$ cat src/rtl/esq_pkg.sv
package esq_pkg;
   localparam int REC_W    = 32;
   localparam int LO_W     = 16;
   localparam int HI_W     = 8;
   localparam int TIME_W   = LO_W + HI_W;
   localparam int SEL_W    = 3;
   localparam int EN_BIT   = 27;
   localparam logic [REC_W-1:0] END_MARK = '1;

   typedef enum logic {ST_IDLE, ST_PLAY} esq_state_t;

   function automatic logic [TIME_W-1:0] rec_time(input logic [REC_W-1:0] r);
      return r[TIME_W-1:0];
   endfunction

   function automatic logic [SEL_W-1:0] rec_pin(input logic [REC_W-1:0] r);
      return r[TIME_W+SEL_W-1:TIME_W];
   endfunction

   function automatic logic rec_en(input logic [REC_W-1:0] r);
      return r[EN_BIT];
   endfunction
endpackage

$ cat src/rtl/esq_trig_sync.sv
module esq_trig_sync #(
   parameter int STAGES = 2
) (
   input  logic clk,
   input  logic rst_n,
   input  logic async_in,
   output logic rise_o
);
   logic [STAGES-1:0] chain_q;
   logic              prev_q;

   generate
      if (STAGES < 2) begin : g_bad
         $error("esq_trig_sync: STAGES must be at least 2");
      end
   endgenerate

   always_ff @(posedge clk) begin
      if (!rst_n) begin
         chain_q <= '0;
         prev_q  <= 1'b0;
      end else begin
         chain_q <= {chain_q[STAGES-2:0], async_in};
         prev_q  <= chain_q[STAGES-1];
      end
   end

   assign rise_o = chain_q[STAGES-1] & ~prev_q;
endmodule

$ cat src/rtl/esq_rec_store.sv
module esq_rec_store #(
   parameter int ADDR_W = 6,
   parameter int DATA_W = 32
) (
   input  logic              clk,
   input  logic              wr_en,
   input  logic [ADDR_W-1:0] wr_addr,
   input  logic [DATA_W-1:0] wr_data,
   input  logic [ADDR_W-1:0] rd_addr,
   output logic [DATA_W-1:0] rd_data
);
   localparam int DEPTH = 1 << ADDR_W;

   logic [DATA_W-1:0] mem_q [DEPTH];

   always_ff @(posedge clk) begin
      if (wr_en) mem_q[wr_addr] <= wr_data;
   end

   assign rd_data = mem_q[rd_addr];
endmodule

$ cat src/rtl/esq_timebase.sv
module esq_timebase #(
   parameter int LO_W = 16,
   parameter int HI_W = 8
) (
   input  logic                 clk,
   input  logic                 rst_n,
   input  logic                 clr,
   input  logic                 en,
   output logic [HI_W+LO_W-1:0] now_o
);
   logic [LO_W-1:0] lo_q;
   logic [HI_W-1:0] hi_q;

   always_ff @(posedge clk) begin
      if (!rst_n || clr) begin
         lo_q <= '0;
         hi_q <= '0;
      end else if (en) begin
         lo_q <= lo_q + 1'b1;
         if (&lo_q) hi_q <= hi_q + 1'b1;
      end
   end

   assign now_o = {hi_q, lo_q};
endmodule

$ cat src/rtl/esq_pin_bank.sv
module esq_pin_bank #(
   parameter int NUM_PINS = 8,
   parameter int SEL_W    = 3
) (
   input  logic                clk,
   input  logic                rst_n,
   input  logic                fire,
   input  logic [SEL_W-1:0]    sel,
   output logic [NUM_PINS-1:0] pins_o
);
   generate
      for (genvar i = 0; i < NUM_PINS; i++) begin : g_pin
         logic lvl_q;
         always_ff @(posedge clk) begin
            if (!rst_n)                        lvl_q <= 1'b0;
            else if (fire && sel == SEL_W'(i)) lvl_q <= ~lvl_q;
         end
         assign pins_o[i] = lvl_q;
      end
   endgenerate
endmodule

$ cat src/rtl/edge_seq_engine.sv
module edge_seq_engine
   import esq_pkg::*;
#(
   parameter int ADDR_W      = 6,
   parameter int NUM_PINS    = 8,
   parameter int SYNC_STAGES = 2
) (
   input  logic                clk,
   input  logic                rst_n,
   input  logic                wr_en,
   input  logic [ADDR_W-1:0]   wr_addr,
   input  logic [31:0]         wr_data,
   input  logic                trig_in,
   input  logic [ADDR_W-1:0]   start_addr,
   output logic [NUM_PINS-1:0] pins,
   output logic                busy,
   output logic                done
);
   generate
      if (NUM_PINS < 1 || NUM_PINS > (1 << SEL_W)) begin : g_bad_pins
         $error("edge_seq_engine: NUM_PINS out of range");
      end
      if (ADDR_W < 1 || ADDR_W > 10) begin : g_bad_addr
         $error("edge_seq_engine: ADDR_W out of range");
      end
   endgenerate

   esq_state_t        state_q;
   logic [ADDR_W-1:0] ptr_q;
   logic              done_q;
   logic              trig_rise;
   logic [REC_W-1:0]  cur_rec;
   logic [TIME_W-1:0] now;
   logic              playing, at_end, due, fire;

   esq_trig_sync #(.STAGES(SYNC_STAGES)) u_sync (
      .clk(clk), .rst_n(rst_n), .async_in(trig_in), .rise_o(trig_rise));

   esq_rec_store #(.ADDR_W(ADDR_W), .DATA_W(REC_W)) u_store (
      .clk(clk), .wr_en(wr_en), .wr_addr(wr_addr), .wr_data(wr_data),
      .rd_addr(ptr_q), .rd_data(cur_rec));

   esq_timebase #(.LO_W(LO_W), .HI_W(HI_W)) u_tb (
      .clk(clk), .rst_n(rst_n), .clr(trig_rise && !playing),
      .en(playing), .now_o(now));

   assign playing = (state_q == ST_PLAY);
   assign at_end  = (cur_rec == END_MARK);
   assign due     = playing && !at_end && (now >= rec_time(cur_rec));
   assign fire    = due && rec_en(cur_rec);

   esq_pin_bank #(.NUM_PINS(NUM_PINS), .SEL_W(SEL_W)) u_pins (
      .clk(clk), .rst_n(rst_n), .fire(fire), .sel(rec_pin(cur_rec)),
      .pins_o(pins));

   always_ff @(posedge clk) begin
      if (!rst_n) begin
         state_q <= ST_IDLE;
         ptr_q   <= '0;
         done_q  <= 1'b0;
      end else begin
         done_q <= 1'b0;
         case (state_q)
            ST_IDLE: if (trig_rise) begin
               state_q <= ST_PLAY;
               ptr_q   <= start_addr;
            end
            default: if (at_end) begin
               state_q <= ST_IDLE;
               done_q  <= 1'b1;
            end else if (due) begin
               ptr_q <= ptr_q + 1'b1;
            end
         endcase
      end
   end

   assign busy = playing;
   assign done = done_q;
endmodule

$ cat config.mk
export PLATFORM = sky130hd
export DESIGN_NAME = edge_seq_engine
export DESIGN_NICKNAME = d
export VERILOG_FILES = /design/src/rtl/esq_pkg.sv /design/src/rtl/esq_trig_sync.sv /design/src/rtl/esq_rec_store.sv /design/src/rtl/esq_timebase.sv /design/src/rtl/esq_pin_bank.sv /design/src/rtl/edge_seq_engine.sv
export SDC_FILE = /design/constraint.sdc
export NUM_CORES = 2
export LEC_CHECK = 0
export BUFFER_PORTS_ARGS = -buffer_cell sky130_fd_sc_hd__buf_2
export CAP_MARGIN = 10
export CORE_ASPECT_RATIO = 1.4
export CORE_MARGIN = 2
export CORE_UTILIZATION = 35
export CTS_BUF_LIST = sky130_fd_sc_hd__clkbuf_8
export DETAILED_ROUTE_END_ITERATION = 8
export SYNTH_ARGS = -nofsm -noshare
export SYNTH_HDL_FRONTEND = slang
export SYNTH_HIERARCHICAL = 1
export SYNTH_SLANG_ARGS = --single-unit
$ cat constraint.sdc
create_clock -name clk -period 9.8 [get_ports clk]
set_clock_uncertainty 0.2 [all_clocks]
set_input_delay 1.96 -clock clk [delete_from_list [all_inputs] [get_ports clk]]
set_output_delay 1.96 -clock clk [all_outputs]
set_load 0.005 [all_outputs]
Yosys cells after proc, flatten, opt, wreduce, memory -nomap -nowiden --
Memories as Yosys holds them, arrays and structs flattened. A register that Yosys moved wholly into a read port is not among the register bits. Cells that the tools add are included.
Storage, ports and cells: flip-flop bits (word level) 43, RAM bits 2048, input port bits 48, output and inout port bits 10, logic and storage cells 73, memories kept 1
Operators by class: add/sub/neg operators 3, $lt $le $gt $ge 1, equality and inequality tests 10, mux-type cells 12, bitwise gates (word level) 10, reduce and logical (&&, ||, !) cells 21
Memory list:
- u_store.mem_q | words 64, bits a word 32, rd ports 1, clocked after memory_dff 1, write ports 1, RTL line esq_rec_store.sv:14 | logic [DATA_W-1:0] mem_q [DEPTH];
Operator list (count):
- two-way mux 6 bit | 6
- equality test 32 bit, second input constant | 1
- >= comparator 24 bit | 1
- AND reduction 17 bit | 1
- adder 16 x 1 -> 16 bit, second input constant | 1
- equality test 3 bit, second input constant | 4
- logical AND 1 bit | 12
- inverter 1 bit | 9
- adder 8 x 1 -> 8 bit, second input constant | 1
- adder 6 x 1 -> 6 bit, second input constant | 1
- equality test 3 x 2 -> 1 bit, second input constant | 2
- two-way mux 1 bit | 6
- equality test 3 x 1 -> 1 bit, second input constant | 1
- logical NOT 1 bit | 3
- logical NOT 3 bit | 1
- AND reduction 3 bit | 1
- inequality test 2 x 1 -> 1 bit, second input constant | 1
- inequality test 2 bit, second input constant | 1
- AND reduction 2 bit | 1
- nonzero test 2 bit | 1
- bitwise AND 1 bit | 1
- logical OR 1 bit | 1

Longest topological paths before layout --
depth in word-level cells 9, depth in mapped cells 19, gate-level depth less buffers 14

Modules after synthesis --
Netlist, hierarchy kept.
Modules (own cells, without submodules):
- esq_rec_store | times used 1, cells each 3292, area each 77874.7 sq um, sequential area each 61499.0 sq um
- esq_timebase | times used 1, cells each 132, area each 1142.3 sq um, sequential area each 480.5 sq um
- edge_seq_engine | times used 1, cells each 147, area each 1128.6 sq um, sequential area each 160.2 sq um
- esq_pin_bank | times used 1, cells each 49, area each 470.5 sq um, sequential area each 160.2 sq um
- esq_trig_sync | times used 1, cells each 7, area each 92.6 sq um, sequential area each 60.1 sq um

Worst setup path before layout --
OpenSTA, ideal clock, no wires.
path kind input-to-reg, from in wr_addr[3], to mem u_store.mem_q[48][0] (enable), library setup time 0.461 ns, data arrival time 4.659 ns, required time 9.139 ns, slack 4.480 ns, stages 4, buffers on the path 1, cells stage by stage clkbuf_1 > nor2b_1 > nand4b_1 > nor3_1
RTL lines:
- start: declaration | RTL line edge_seq_engine.sv:11 | input logic [ADDR_W-1:0] wr_addr,
- end: declaration | RTL line esq_rec_store.sv:14
No word-level cell before the write port.

==> reports/qor.yml <==
detailed_routing:
  wl_per_cell_um: 29.8
  avgViaCountPerCell: 5.41
  wirelength_mm: 214
  firstDrtPassIters: 5
  drc_errors: 0
  dr_total_vias: 38900
  drt_iter0_markers: 3778
  postRouteAntennaNets: 0
timing:
  rsz0062_at_grt: "false"
  period_share: 0.605
  max_freq_mhz: 169
  maxSlewViolCount: 0
  finalSetupTns_ns: 0
  slew_headroom: 0.147
  hold_violations: 0
  setup_viol: 0
  period_minus_slack_ns: 5.93
  worst_pin_slew_ns: 1.28
floorplanning:
  die_w_um: 410
  core_area_mm2: 0.229
  rows: 208
  die_area_mm2: 0.235
  fp.dieH_um: 572
  boundaryPins: 58
  start_util: 0.352
global_routing:
  antenna_found_initial: 17
  grt_pass1_wl_mm: 302
  grt_max_degree: 99
  grt_pass1_vias: 40700
  grt_usage: 0.181
  grt-ovfl-total: 0
setup_path:
  required_ns: 10.44
  start_kind: "register"
  worst-endpoint-arrival_ns: 6.57
  crit_fanout: 32
  end_kind: "register"
  path_class: "register to register"
final_layout:
  layout_common_cells: "edfxtp_1 (2048), mux4_2 (544), clkbuf_8 (312), buf_4 (114), inv_1 (107)"
  final_common_cell: "edfxtp_1"
  area_growth_pct: 12.6
  stdcell_count: 7178
  drive_gt1_frac: 0.289
  finalNetCount: 3988
clocking:
  htree_levels: 5
  path_clk_slew_ns: 0.07
  cts_resized: 0
  holdBufCountCts: 0
  cts_tree: "built"
  clock_sinks: 2091
  cts_buffers: 300
  clock_latency_ns: 0.92
  postCtsSetupBuffers: 0
  root_buffer: "clkbuf_8"
  cts_max_path_buffers: 4
synthesis:
  syn_inst: 3627
  ys_seq_area_frac: 0.773
  synth_area_mm2: 0.0807
  avgSynthCellArea_um2: 22.3
  ys_seq_elements: 2091
  synth_ff_type: "edfxtp_1"
  yosys_warnings: 6
  synth_edf_count: 2048
  synth_nets: 3702
  synth-async-reset-ratio: 0
  synth_cell_type_count: 66
power:
  peakVddDrop_uv: 98.9
  p_per_area_mw_per_mm2: 185
  comb_power_share: 0.026
  leakagePower_nw: 27.2
  p_seq_frac: 0.588
  p_sw_frac: 0.214
  clkPwrFrac: 0.386
  p_int_mw: 13.2
  p_sw_mw: 3.60
min_path:
  min_path_type: "register to register"
placement:
  routabilityCongestion: 0.876
  dp_hpwl_mm: 115
  dp_cells: 6656
  port_buffers: 57
run:
  maxCapViolations: 0
status:
  status: "finished clean"
cells in the mapped netlist (18+ instances only):
library cell	instances	share of area
nand2_1	56	0.0026
buf_1	21	0.00098
o221ai_1	27	0.0029
dfxtp_1	43	0.011
edfxtp_1	2048	0.76
inv_1	29	0.0013
ha_1	27	0.0042
nand4_1	18	0.0014
buf_2	59	0.0037
mux2i_1	106	0.013
o22ai_1	84	0.0065
a21oi_1	78	0.0048
clkbuf_1	80	0.0037
buf_4	33	0.0031
nand2b_1	18	0.0014
mux4_2	544	0.15
nor2_1	160	0.0074
nor2b_1	19	0.0015
power by group through the flow:
stage	clock network [mW]	registers [mW]	logic (mW)
CTS	6.63	9.89	0.447
global route	6.99	9.89	0.464
detailed placement	0	10.1	0.447
finish	6.50	9.89	0.441
floorplan	0	10.1	0.166
global placement	0	10.1	0.436
final timing paths:
kind / from / to / slack, ns / cells after the start
worst min register to register: u_sync/chain_q[0]$_SDFF_PN0_ / u_sync/chain_q[1]$_SDFF_PN0_ / 0.24 / 1
worst max register to register: ptr_q[1]$_SDFFE_PN0P_ / u_pins/g_pin[0].lvl_q$_SDFFE_PN0P_ / 3.87 / 16
worst min-delay path: u_sync/chain_q[0]$_SDFF_PN0_ / u_sync/chain_q[1]$_SDFF_PN0_ / 0.24 / 1
worst max-delay path: ptr_q[1]$_SDFFE_PN0P_ / u_pins/g_pin[0].lvl_q$_SDFFE_PN0P_ / 3.87 / 16
sequential cells by signal (all words and copies together) (netlist names):
name / count
u_sync/prev_q: 1
ptr_q: 6
u_tb/hi_q: 8
done: 1
u_tb/lo_q: 16
u_sync/chain_q: 2
u_store/mem_q: 2048
busy: 1
u_pins/g_pin.lvl_q: 8
routing by layer:
| layer | share of wire | track usage | vias to the layer above |
|---|---|---|---|
| met1 | 0.36 | 0.212 | 21000 |
| met2 | 0.52 | 0.323 | 1486 |
| li1 | - | - | 15900 |
| met4 | 0.050 | 0.0865 | 12 |
| met5 | 0.00034 | 0 | - |
| met3 | 0.062 | 0.0279 | 419 |
kinds of logic (layout without fill, tap and decap cells):
| kind of cell | Yosys count | count (layout) | share of synthesized area |
|---|---|---|---|
| compound gates | 252 | 252 | 0.0204 |
| xor+xnor | 12 | 12 | 0.00130 |
| fa+ha+maj | 27 | 27 | 0.00419 |
| buf+inv | 228 | 726 | 0.0136 |
| flops | 2091 | 2091 | 0.773 |
| mux | 653 | 653 | 0.165 |
| other cells | 0 | 8 | 0 |
| simple gates | 364 | 364 | 0.0225 |
critical path: stages, from the launching register on:
cell and delay, ns:
dfxtp_4 0.68, buf_4 0.44, buf_4 0.51, nand2_1 0.81, o22ai_1 0.43, nor3_1 0.10, a31oi_1 0.35, nor2_1 0.16
inv_1 0.10, ha_1 0.15, nand4_1 0.14, nor4_2 0.34, nand4_1 0.15, o21ai_2 0.27, o2111a_1 0.48, nor4b_2 0.31
mux2i_1 0.20
per-stage QoR:
step	worst slack [ns]	cell area, um2	power, mW	hold slack, ns	util
2_1_floorplan	4.48	80700	10.2	0.206	-
3_3_place_gp	3.98	85400	10.5	0.227	0.372
3_5_place_dp	3.96	85400	10.5	0.216	0.372
4_1_cts	3.92	90900	17.0	0.246	0.396
5_1_grt	3.51	90900	17.3	0.275	0.396
6_report	3.87	90900	16.8	0.239	0.396
layout make-up:
cell class,count,area (um2)
clock buffer,312,4290
tap,3045,3810
timing repair buffer,183,1370
multi-input combinational,1308,17700
antenna,8,20.0
clock inverter,202,1170
fill,20100,138000
sequential,2091,62400
inverter,29,109
Note: power is estimated with default switching activity, not from simulation.
